===== src/rtl/lwsram_pkg.sv =====
package lwsram_pkg;

    typedef enum logic [1:0] {
        OP_IDLE  = 2'd0,
        OP_READ  = 2'd1,
        OP_WRITE = 2'd2
    } op_kind_e;

    // Low two address bits for burst step 'step' from loaded 'base'.
    function automatic logic [1:0] burst_lo(input logic [1:0] base,
                                            input logic [1:0] step,
                                            input logic       linear);
        logic [1:0] sum;
        sum = base + step;
        return linear ? sum : (base ^ step);
    endfunction

endpackage


===== src/rtl/lwsram_cmd.sv =====
module lwsram_cmd
    import lwsram_pkg::*;
#(
    parameter int ADDR_W       = 6,
    parameter int NUM_BYTES    = 2,
    parameter bit BURST_LINEAR = 1'b1
) (
    input  logic                 clk,
    input  logic                 rst_n,
    input  logic                 step_en,
    input  logic                 sel1_n,
    input  logic                 sel2,
    input  logic                 sel3_n,
    input  logic                 load_n,
    input  logic                 wr_n,
    input  logic [NUM_BYTES-1:0] be_n,
    input  logic [ADDR_W-1:0]    addr,
    output op_kind_e             cmd_kind,
    output logic [ADDR_W-1:0]    cmd_addr,
    output logic [NUM_BYTES-1:0] cmd_mask
);

    typedef struct packed {
        op_kind_e          last;
        logic [ADDR_W-1:0] base;
        logic [1:0]        cnt;
    } cmd_state_t;

    cmd_state_t st_d, st_q;
    logic       selected;
    logic [1:0] cnt_nxt;

    always_comb begin
        st_d     = st_q;
        selected = !sel1_n && sel2 && !sel3_n;
        cnt_nxt  = st_q.cnt + 2'd1;
        cmd_kind = OP_IDLE;
        cmd_addr = addr;
        if (!load_n) begin
            if (selected) begin
                cmd_kind = wr_n ? OP_READ : OP_WRITE;
            end
            st_d.base = addr;
            st_d.cnt  = 2'd0;
            st_d.last = cmd_kind;
        end else begin
            cmd_kind = st_q.last;
            cmd_addr = {st_q.base[ADDR_W-1:2],
                        burst_lo(st_q.base[1:0], cnt_nxt, BURST_LINEAR)};
            if (st_q.last != OP_IDLE) begin
                st_d.cnt = cnt_nxt;
            end
        end
        cmd_mask = (cmd_kind == OP_WRITE) ? ~be_n : '0;
        if (!step_en) begin
            st_d = st_q;
        end
    end

    always_ff @(posedge clk) begin
        if (!rst_n) begin
            st_q <= '{last: OP_IDLE, base: '0, cnt: 2'd0};
        end else begin
            st_q <= st_d;
        end
    end

endmodule


===== src/rtl/lwsram_array.sv =====
module lwsram_array #(
    parameter int ADDR_W    = 6,
    parameter int NUM_BYTES = 2,
    parameter int BYTE_W    = 9
) (
    input  logic                        clk,
    input  logic                        we,
    input  logic [ADDR_W-1:0]           waddr,
    input  logic [NUM_BYTES-1:0]        wmask,
    input  logic [NUM_BYTES*BYTE_W-1:0] wdata,
    input  logic [ADDR_W-1:0]           raddr,
    output logic [NUM_BYTES*BYTE_W-1:0] rdata
);

    localparam int DEPTH  = 1 << ADDR_W;
    localparam int DATA_W = NUM_BYTES * BYTE_W;

    logic [DATA_W-1:0] mem_q [DEPTH];

    always_ff @(posedge clk) begin
        if (we) begin
            for (int b = 0; b < NUM_BYTES; b++) begin
                if (wmask[b]) begin
                    mem_q[waddr][b*BYTE_W +: BYTE_W] <= wdata[b*BYTE_W +: BYTE_W];
                end
            end
        end
    end

    assign rdata = mem_q[raddr];

endmodule


===== src/rtl/lwsram_pipe.sv =====
module lwsram_pipe
    import lwsram_pkg::*;
#(
    parameter int ADDR_W    = 6,
    parameter int NUM_BYTES = 2,
    parameter int BYTE_W    = 9,
    parameter bit FLOW_THRU = 1'b0
) (
    input  logic                        clk,
    input  logic                        rst_n,
    input  logic                        step_en,
    input  op_kind_e                    cmd_kind,
    input  logic [ADDR_W-1:0]           cmd_addr,
    input  logic [NUM_BYTES-1:0]        cmd_mask,
    input  logic [NUM_BYTES*BYTE_W-1:0] din,
    input  logic [NUM_BYTES*BYTE_W-1:0] mem_rdata,
    output logic [ADDR_W-1:0]           mem_raddr,
    output logic                        mem_we,
    output logic [ADDR_W-1:0]           mem_waddr,
    output logic [NUM_BYTES-1:0]        mem_wmask,
    output logic [NUM_BYTES*BYTE_W-1:0] dout,
    output logic                        dout_en
);

    localparam int DATA_W = NUM_BYTES * BYTE_W;

    typedef struct packed {
        op_kind_e             kind;
        logic [ADDR_W-1:0]    addr;
        logic [NUM_BYTES-1:0] mask;
    } stage_t;

    localparam stage_t STAGE_RST = '{kind: OP_IDLE, addr: '0, mask: '0};

    generate
        if (FLOW_THRU) begin : g_flow
            typedef struct packed {
                stage_t s1;
            } ft_state_t;

            ft_state_t ft_d, ft_q;

            always_comb begin
                ft_d = ft_q;
                if (step_en) begin
                    ft_d.s1 = '{kind: cmd_kind, addr: cmd_addr, mask: cmd_mask};
                end
                mem_raddr = ft_q.s1.addr;
                mem_waddr = ft_q.s1.addr;
                mem_wmask = ft_q.s1.mask;
                mem_we    = step_en && (ft_q.s1.kind == OP_WRITE) && (|ft_q.s1.mask);
                dout      = mem_rdata;
                dout_en   = (ft_q.s1.kind == OP_READ);
            end

            always_ff @(posedge clk) begin
                if (!rst_n) begin
                    ft_q <= '{s1: STAGE_RST};
                end else begin
                    ft_q <= ft_d;
                end
            end
        end else begin : g_pipe
            typedef struct packed {
                stage_t            s1;
                stage_t            s2;
                logic [DATA_W-1:0] dout;
                logic              dvld;
            } pl_state_t;

            pl_state_t         pl_d, pl_q;
            logic              fwd_hit;
            logic [DATA_W-1:0] merged;

            always_comb begin
                pl_d    = pl_q;
                fwd_hit = (pl_q.s2.kind == OP_WRITE) && (pl_q.s1.kind == OP_READ)
                          && (pl_q.s2.addr == pl_q.s1.addr);
                merged  = mem_rdata;
                for (int b = 0; b < NUM_BYTES; b++) begin
                    if (fwd_hit && pl_q.s2.mask[b]) begin
                        merged[b*BYTE_W +: BYTE_W] = din[b*BYTE_W +: BYTE_W];
                    end
                end
                if (step_en) begin
                    pl_d.s1   = '{kind: cmd_kind, addr: cmd_addr, mask: cmd_mask};
                    pl_d.s2   = pl_q.s1;
                    pl_d.dvld = (pl_q.s1.kind == OP_READ);
                    if (pl_q.s1.kind == OP_READ) begin
                        pl_d.dout = merged;
                    end
                end
                mem_raddr = pl_q.s1.addr;
                mem_waddr = pl_q.s2.addr;
                mem_wmask = pl_q.s2.mask;
                mem_we    = step_en && (pl_q.s2.kind == OP_WRITE) && (|pl_q.s2.mask);
                dout      = pl_q.dout;
                dout_en   = pl_q.dvld;
            end

            always_ff @(posedge clk) begin
                if (!rst_n) begin
                    pl_q <= '{s1: STAGE_RST, s2: STAGE_RST, dout: '0, dvld: 1'b0};
                end else begin
                    pl_q <= pl_d;
                end
            end
        end
    endgenerate

endmodule


===== src/rtl/lwsram_top.sv =====
module lwsram_top
    import lwsram_pkg::*;
#(
    parameter int ADDR_W       = 6,
    parameter int NUM_BYTES    = 2,
    parameter int BYTE_W       = 9,
    parameter bit FLOW_THRU    = 1'b0,
    parameter bit BURST_LINEAR = 1'b1
) (
    input  logic                        clk,
    input  logic                        rst_n,
    input  logic                        clk_en_n,
    input  logic                        sel1_n,
    input  logic                        sel2,
    input  logic                        sel3_n,
    input  logic                        load_n,
    input  logic                        wr_n,
    input  logic [NUM_BYTES-1:0]        be_n,
    input  logic [ADDR_W-1:0]           addr,
    input  logic [NUM_BYTES*BYTE_W-1:0] dq_in,
    output logic [NUM_BYTES*BYTE_W-1:0] dq_out,
    output logic                        dq_oe
);

    localparam int DATA_W = NUM_BYTES * BYTE_W;

    logic                 step_en;
    op_kind_e             cmd_kind;
    logic [ADDR_W-1:0]    cmd_addr;
    logic [NUM_BYTES-1:0] cmd_mask;
    logic [ADDR_W-1:0]    mem_raddr;
    logic [ADDR_W-1:0]    mem_waddr;
    logic [NUM_BYTES-1:0] mem_wmask;
    logic                 mem_we;
    logic [DATA_W-1:0]    mem_rdata;

    assign step_en = !clk_en_n;

    lwsram_cmd #(
        .ADDR_W       (ADDR_W),
        .NUM_BYTES    (NUM_BYTES),
        .BURST_LINEAR (BURST_LINEAR)
    ) cmd_i (
        .clk      (clk),
        .rst_n    (rst_n),
        .step_en  (step_en),
        .sel1_n   (sel1_n),
        .sel2     (sel2),
        .sel3_n   (sel3_n),
        .load_n   (load_n),
        .wr_n     (wr_n),
        .be_n     (be_n),
        .addr     (addr),
        .cmd_kind (cmd_kind),
        .cmd_addr (cmd_addr),
        .cmd_mask (cmd_mask)
    );

    lwsram_pipe #(
        .ADDR_W    (ADDR_W),
        .NUM_BYTES (NUM_BYTES),
        .BYTE_W    (BYTE_W),
        .FLOW_THRU (FLOW_THRU)
    ) pipe_i (
        .clk       (clk),
        .rst_n     (rst_n),
        .step_en   (step_en),
        .cmd_kind  (cmd_kind),
        .cmd_addr  (cmd_addr),
        .cmd_mask  (cmd_mask),
        .din       (dq_in),
        .mem_rdata (mem_rdata),
        .mem_raddr (mem_raddr),
        .mem_we    (mem_we),
        .mem_waddr (mem_waddr),
        .mem_wmask (mem_wmask),
        .dout      (dq_out),
        .dout_en   (dq_oe)
    );

    lwsram_array #(
        .ADDR_W    (ADDR_W),
        .NUM_BYTES (NUM_BYTES),
        .BYTE_W    (BYTE_W)
    ) array_i (
        .clk   (clk),
        .we    (mem_we),
        .waddr (mem_waddr),
        .wmask (mem_wmask),
        .wdata (dq_in),
        .raddr (mem_raddr),
        .rdata (mem_rdata)
    );

endmodule


===== config.mk =====
export PLATFORM = sky130hd
export DESIGN_NAME = lwsram_top
export DESIGN_NICKNAME = d
export VERILOG_FILES = /design/src/rtl/lwsram_pkg.sv /design/src/rtl/lwsram_cmd.sv /design/src/rtl/lwsram_array.sv /design/src/rtl/lwsram_pipe.sv /design/src/rtl/lwsram_top.sv
export SDC_FILE = /design/constraint.sdc
export NUM_CORES = 1
export LEC_CHECK = 0
export ABC_AREA = 1
export ABC_CLOCK_PERIOD_IN_PS = 2300
export BUFFER_PORTS_ARGS = -buffer_cell sky130_fd_sc_hd__buf_2
export CORE_MARGIN = 1
export CORE_UTILIZATION = 40
export DETAILED_ROUTE_END_ITERATION = 6
export PLACE_DENSITY = 0.57
export SYNTH_ARGS = -nofsm -noshare
export SYNTH_HDL_FRONTEND = slang
export SYNTH_HIERARCHICAL = 1
export SYNTH_SLANG_ARGS = --single-unit

===== constraint.sdc =====
create_clock -name clk -period 2.3 [get_ports clk]
set_input_delay 0.345 -clock clk [delete_from_list [all_inputs] [get_ports clk]]
set_output_delay 0.345 -clock clk [all_outputs]
set_load 0.02 [all_outputs]

==> impl_metrics.yaml, run 1 <==
run_status:
  status: "finished, violations left"
  violations: "design-rule violations"
synthesis:
  synth_ff_type: "edfxtp_1"
  synth_top_family_by_area: "simple AND/OR/NAND/NOR gates"
  synthAdderAreaFrac_pct: 0.0250
  syn_area_per_cell_um2: 11.3
  postSynthCellCount: 4429
  synth_edf_count: 1152
  synthDominantAreaCellType: "edfxtp_1"
  synth_xor_area_share_pct: 0.0525
  synthTopCellsByCount: "nand2_1 (1549), edfxtp_1 (1152), nand3_1 (1018), buf_2 (122), nor3_1 (116)"
  yosysSeqAreaShare_pct: 71.0
  mappedNetlistNets: 4464
  synth.top_cells.by_area: "edfxtp_1 (69%), nand2_1 (12%), nand3_1 (10%), dfxtp_1 (2.0%), buf_2 (1.2%)"
  synthesis.area_um2: 50100
  ys_async_sr_fraction_pct: 0
  synth_top_area_share_pct: 69.1
  yosys_warnings: 6
  synth_mux_area_share_pct: 0
  synth_most_common_cell: "nand2_1"
  yosys_register_bits: 1201
  synthSimpleGateAreaFrac_pct: 23.8
  synth_cell_type_count: 33
  synth_compound_area_share_pct: 0.582
sta:
  tightest_slew_ns: 0.910
  setup_ws_ns: 0.0816
  tns_ns: 0
  slew_violations: 0
  finalCritPeriodShare_pct: 96.5
  clock_skew_ns: 0.0233
  finalCriticalPeriod_ns: 2.22
  max-slew-margin-rel_pct: 39.3
  fmax_mhz: 451
  setup_violations: 0
  final_hold_viol_count: 0
  holdWs_ns: 0.0487
  rsz0062_at_grt: "true"
critical_path:
  timing_worst_setup_path_type: "register to register"
  cp.arrival_ns: 2.91
  rrSetupSlack_ns: 0.08
  rr_endpoint: "pipe_i/dout[4]"
  worstPathMaxFanout: 23
  cpMaxStageDelayCell: "dfxtp_4"
  startpoint_type: "register"
  crit_path_max_incr_delay_ns: 0.48
  reg2reg_from: "pipe_i/mem_raddr[0]"
  worstPathRequired_ns: 2.99
  worst-path-buf-inv: 4
  path_delay_family: "simple AND/OR/NAND/NOR gates"
  path_cells: "buf_12 -> buf_12 -> buf_16 -> nand2_1 -> nand3_1 -> nand3_1 -> nand2_1 -> nand2_1 -> nand3_1 -> nand3_1 -> nand2_1 -> nand2_1 -> nand3_1 -> nand2_1 -> inv_1"
  crit_path_frequent_cell: "nand2_1"
  worstSetupEndpointType: "register"
  reg2reg_depth: 15
placement:
  gp_congestion: 0.852
  pre_cts_slack_ns: -0.0911
  io_buffer_count: 52
  hpwl_um: 86100
  postPlaceCellArea_um2: 53700
  placed_cells: 6126
cts:
  numCtsBuffers: 117
  clock-root-buffer: "clkbuf_16"
  cts_tree: "yes"
  clockBufferDepth: 3
  path_clk_slew_ns: 0.06
  clock-sinks: 1201
  htreeDepth: 3
  clk-insertion-delay-late_ns: 0.75
hold_path:
  worstHoldStart: "dq_in[7]"
  hp-class: "primary input to register"
  hold_path_depth: 1
  hold_end: "array_i/mem_q[28][7]"
detailed_routing:
  drtPass1Iterations: 7
  detailedRoute.firstIterationViolations: 3374
  wl_per_cell_um: 22.3
  via_per_inst: 5.35
  wl_um: 143000
  drc_errors: 4
  vias: 34100
  drtAntennaViolNets: 0
finish:
  drive_above_1_share_pct: 12.9
  fill_cells: 11300
  multiInputGateArea_um2: 12300
  final_area_um2: 58100
  fin_util_pct: 46.9
  layout.cells.non_filler: 6382
  fin_nets: 4679
  areaGrowthSynthToFinish_pct: 16.0
  seq_area_um2: 35600
global_route:
  use_met2_pct: 36.1
  grt_pass1_wl_um: 210000
  grt_pass1_vias: 32400
  grt_max_degree: 69
  use_met1_pct: 31.0
  grt.overflow.total: 0
  antenna_found_initial: 2
  busiest_layer: "met2"
  grtUsageTotal_pct: 22.2
  grtUsageMet3_pct: 3.29
job:
  maxCapViolCount: 0
pwr:
  vdd_drop_max_mv: 0.649
  power_mw: 47.6
  leakage_nw: 21.3
  p_per_area_nw_per_um2: 820
die:
  die_area_um2: 127000
  die_y_um: 356
  io_pins: 53
  core_um2: 124000
  initial_utilization_pct: 40.4
  fp.dieW_um: 356
  rows: 129
cells by family (layout without fill, tap and decap cells):
logic type,Yosys count,count (layout)
xor gates and xnor gates,3,3
other,0,2
adders and majority gates,1,1
DFF,1201,1201
buffers and inverters,390,704
and+or+nand+nor,2777,2777
AOI/OAI and AO/OA,57,57
routing by layer:
layer	up-vias	part of all wire, %
met1	16800	43
met5	-	0
li1	15900	-
met3	214	6.5
met4	0	2.5
met2	1185	48
cells in the final DEF, fill, tap and decap left out, drive strengths merged, types with 33 or more instances in the layout:
master  count
buf       388
clkbuf    166
clkinv     50
dfxtp      49
edfxtp   1152
inv        73
nand2    1552
nand3    1021
nor2       84
nor3      116
o21ai      33
area by class of cell:
class                      count  share of cell area (%)
antenna                        2                 0.00861
inverter                      71                   0.534
clock buffer                 158                    5.41
clock inverter                60                   0.975
multi-input combinational   2838                    21.2
timing repair buffer         412                    6.98
timing repair inverter         3                  0.0754
tap                         1637                    3.53
sequential                  1201                    61.2
flip-flops by register name, summed over array words and instances (netlist names):
name,count
array_i/mem_q,1152
pipe_i/dout,18
cmd_i/st_q,10
pipe_i/g_pipe.pl_q,6
pipe_i/mem_raddr,6
pipe_i/mem_waddr,6
pipe_i/mem_wmask,2
pipe_i/dout_en,1
what timing repair did:
action                                 CTS  global route
endpoints found under the hold margin   35             0
setup endpoints to repair                3            98
cloned                                   3             9
buffers inserted                         3             6
resized for setup                        2            33
hold buffers                            15             0
worst reg2reg max path, delay by kind of cell (launching register included):
| family | cells | cell delay (ns) |
|---|---|---|
| AND/OR/NAND/NOR | 11 | 1.10 |
| flip-flops | 1 | 0.48 |
| buffers and inverters | 4 | 0.60 |
where the power goes:
group	leakage [nW]	switching (mW)	internal [mW]	total [mW]
registers	10.8	0.0766	24.0	24.1
clock network	1.80	8.36	10.6	18.9
logic	8.75	3.20	1.44	4.64
worst max path at each step:
stage                         from  cells after the start  slack [ns]               endpoint
2_1_floorplan             clk_en_n                      7       -0.18  array_i/mem_q[11][10]
3_3_place_gp   pipe_i/mem_raddr[0]                     15        -0.1         pipe_i/dout[2]
3_5_place_dp   pipe_i/mem_raddr[0]                     15       -0.09         pipe_i/dout[2]
4_1_cts        pipe_i/mem_raddr[0]                     15        0.02         pipe_i/dout[2]
5_1_grt        pipe_i/mem_raddr[0]                     15       -0.02         pipe_i/dout[2]
6_report       pipe_i/mem_raddr[0]                     15        0.08         pipe_i/dout[4]
(Power assumes the default switching activity.)
==> run 2: changes to the inputs <==
--- a/config.mk
+++ b/config.mk
@@ -6,12 +6,13 @@
 export NUM_CORES = 1
 export LEC_CHECK = 0
 export ABC_AREA = 1
-export ABC_CLOCK_PERIOD_IN_PS = 2300
+export ABC_CLOCK_PERIOD_IN_PS = 2400
 export BUFFER_PORTS_ARGS = -buffer_cell sky130_fd_sc_hd__buf_2
 export CORE_MARGIN = 1
 export CORE_UTILIZATION = 40
+export CTS_CLUSTER_SIZE = 14
 export DETAILED_ROUTE_END_ITERATION = 6
-export PLACE_DENSITY = 0.57
+export PLACE_DENSITY = 0.55
 export SYNTH_ARGS = -nofsm -noshare
 export SYNTH_HDL_FRONTEND = slang
 export SYNTH_HIERARCHICAL = 1
==> constraint.sdc (replaced) <==
create_clock -name clk -period 2.4 [get_ports clk]
set_input_delay 0.36 -clock clk [delete_from_list [all_inputs] [get_ports clk]]
set_output_delay 0.36 -clock clk [all_outputs]
set_load 0.02 [all_outputs]
==> run 2 against run 1 <==
The flow still finishes with violations (design-rule violations). Core utilization fell by 0.33 points. Global-route usage up 0.53 points. Non-clock buffer count decreased by 10. Critical path type unchanged. Largest power group unchanged.
==> impl_metrics.yaml, run 2 (synthesized netlist as in run 1, its figures left out) <==
run_status:
  status: "finished, violations left"
  violations: "design-rule violations"
global_route:
  grt_pass1_wl_um: 214000
  grt_pass1_vias: 32800
  antenna_found_initial: 5
  grt_max_degree: 73
  grt.overflow.total: 0
  grtUsageTotal_pct: 22.7
critical_path:
  timing_worst_setup_path_type: "register to register"
  crit_path_max_incr_delay_ns: 0.41
  worstPathRequired_ns: 3.09
  worstSetupEndpointType: "register"
  cpMaxStageDelayCell: "dfxtp_4"
  startpoint_type: "register"
  cp.arrival_ns: 3.01
  crit_path_frequent_cell: "nand2_1"
  worstPathMaxFanout: 18
  path_cells: "buf_4 -> inv_8 -> buf_4 -> nand2_1 -> nand3_1 -> nand3_1 -> nand2_1 -> nand2_1 -> nand3_1 -> nand3_1 -> nand2_1 -> nand2_1 -> nand3_1 -> nand2_1 -> inv_1"
finish:
  regMostFlops: "array_i/mem_q"
  fill_cells: 11300
  fin_nets: 4672
  layout_commonest_cell: "nand2_1"
  drive_above_1_share_pct: 12.5
  final_cell_mix: "nand2_1 (1547), edfxtp_1 (1152), nand3_1 (1013)"
  final_area_um2: 57700
  multiInputGateArea_um2: 12300
  areaGrowthSynthToFinish_pct: 15.2
  largest_reg_flops: 1152
  seq_area_um2: 35600
sta:
  finalCritPeriodShare_pct: 96.9
  setup_violations: 0
  setup_ws_ns: 0.0743
  fmax_mhz: 430
  rsz0062_at_grt: "false"
  tightest_slew_ns: 0.926
  finalCriticalPeriod_ns: 2.33
  max-slew-margin-rel_pct: 38.3
  clock_skew_ns: 0.0325
  final_hold_viol_count: 0
  slew_violations: 0
cts:
  clock-root-buffer: "clkbuf_16"
  path_clk_slew_ns: 0.06
  clockBufferDepth: 3
  cts_tree: "yes"
  clk-insertion-delay-late_ns: 0.74
  htreeDepth: 3
  numCtsBuffers: 120
  clock-sinks: 1201
detailed_routing:
  wl_um: 147000
  vias: 34000
  via_per_inst: 5.35
  drtPass1Iterations: 7
  detailedRoute.firstIterationViolations: 3359
  drtAntennaViolNets: 0
  wl_per_cell_um: 23.1
  drc_errors: 14
die:
  die_y_um: 356
  initial_utilization_pct: 40.4
  die_area_um2: 127000
  rows: 129
  io_pins: 53
  fp.dieW_um: 356
  core_um2: 124000
placement:
  postPlaceCellArea_um2: 53700
  pre_cts_slack_ns: -0.0474
  io_buffer_count: 52
  gp_congestion: 0.859
  hpwl_um: 88500
pwr:
  leakage_nw: 21.1
  p_per_area_nw_per_um2: 782
  vdd_drop_max_mv: 0.711
  power_mw: 45.1
hold_path:
  hp-class: "primary input to register"
job:
  maxCapViolCount: 0
run 2: cell types whose count changed in the layout (fill, tap and decap cells not counted), moves of 3 or more:
cell,before,now
clkbuf_16,125,128
clkinv_2,14,21
buf_4,266,269
clkbuf_1,35,28
bufinv_16,9,3
clkbuf_8,6,3
dlygate4sd3_1,15,12
nand3_1,1003,1013
inv_6,4,1
buf_6,5,0
nand3_2,18,8
run 2: power breakdown:
group | switching [mW] | internal, mW
sequential | 0.0753 | 23.0
combinational | 3.08 | 1.32
clock | 7.93 | 9.74
run 2: worst paths after layout:
kind | slack [ns] | from | cells after the start | to
worst max-delay path | 0.07 | pipe_i/mem_raddr[0] | 15 | pipe_i/dout[4]
worst min-delay path | 0.09 | dq_in[4] | 1 | array_i/mem_q[44][4]
worst max register to register | 0.07 | pipe_i/mem_raddr[0] | 15 | pipe_i/dout[4]
worst min register to register | 0.45 | cmd_i/st_q[7] | 2 | cmd_i/st_q[7]
run 2: cell type report:
type                       count  area share, %
clock inverter                51          0.551
antenna                        2        0.00867
clock buffer                 155           5.63
sequential                  1201           61.7
multi-input combinational   2838           21.3
timing repair buffer         402           6.68
tap                         1637           3.55
timing repair inverter         3         0.0672
inverter                      71          0.529
run 2: per-layer routing:
layer / vias up / track usage [%] / part of all wire (%)
met4: 0 / 7.85 / 3.5
met5: - / 0 / 0
met1: 16600 / 30.9 / 42
met2: 1306 / 36.8 / 47
met3: 243 / 3.77 / 7.2
li1: 15900 / - / -
run 2: worst max-delay path, delay by kind of cell (launching register included):
family	cells	cell delay (ns)
and+or+nand+nor	11	1.13
buffers and inverters	4	0.72
DFF	1	0.41
run 2: timing repair:
item,CTS,global route
cloned,1,6
hold buffers,12,0
hold endpoints to repair,10,0
pin swaps,0,1
resized for setup,2,12
endpoints found under the setup margin,3,7
buffers inserted,1,7
run 2: through the flow:
step / std cells / TNS [ns] / hold slack (ns) / util, %
final: 6360 / 0 / 0.0946 / 46.5
after global placement: 6125 / -0.0949 / 0.439 / 43.3
after CTS: 6345 / 0 / 0.0505 / 46.3
after floorplan: 4429 / -84.33 / 0.430 / -
after global routing: 6358 / 0 / 0.0547 / 46.5
after detailed placement: 6125 / -0.0579 / 0.444 / 43.3
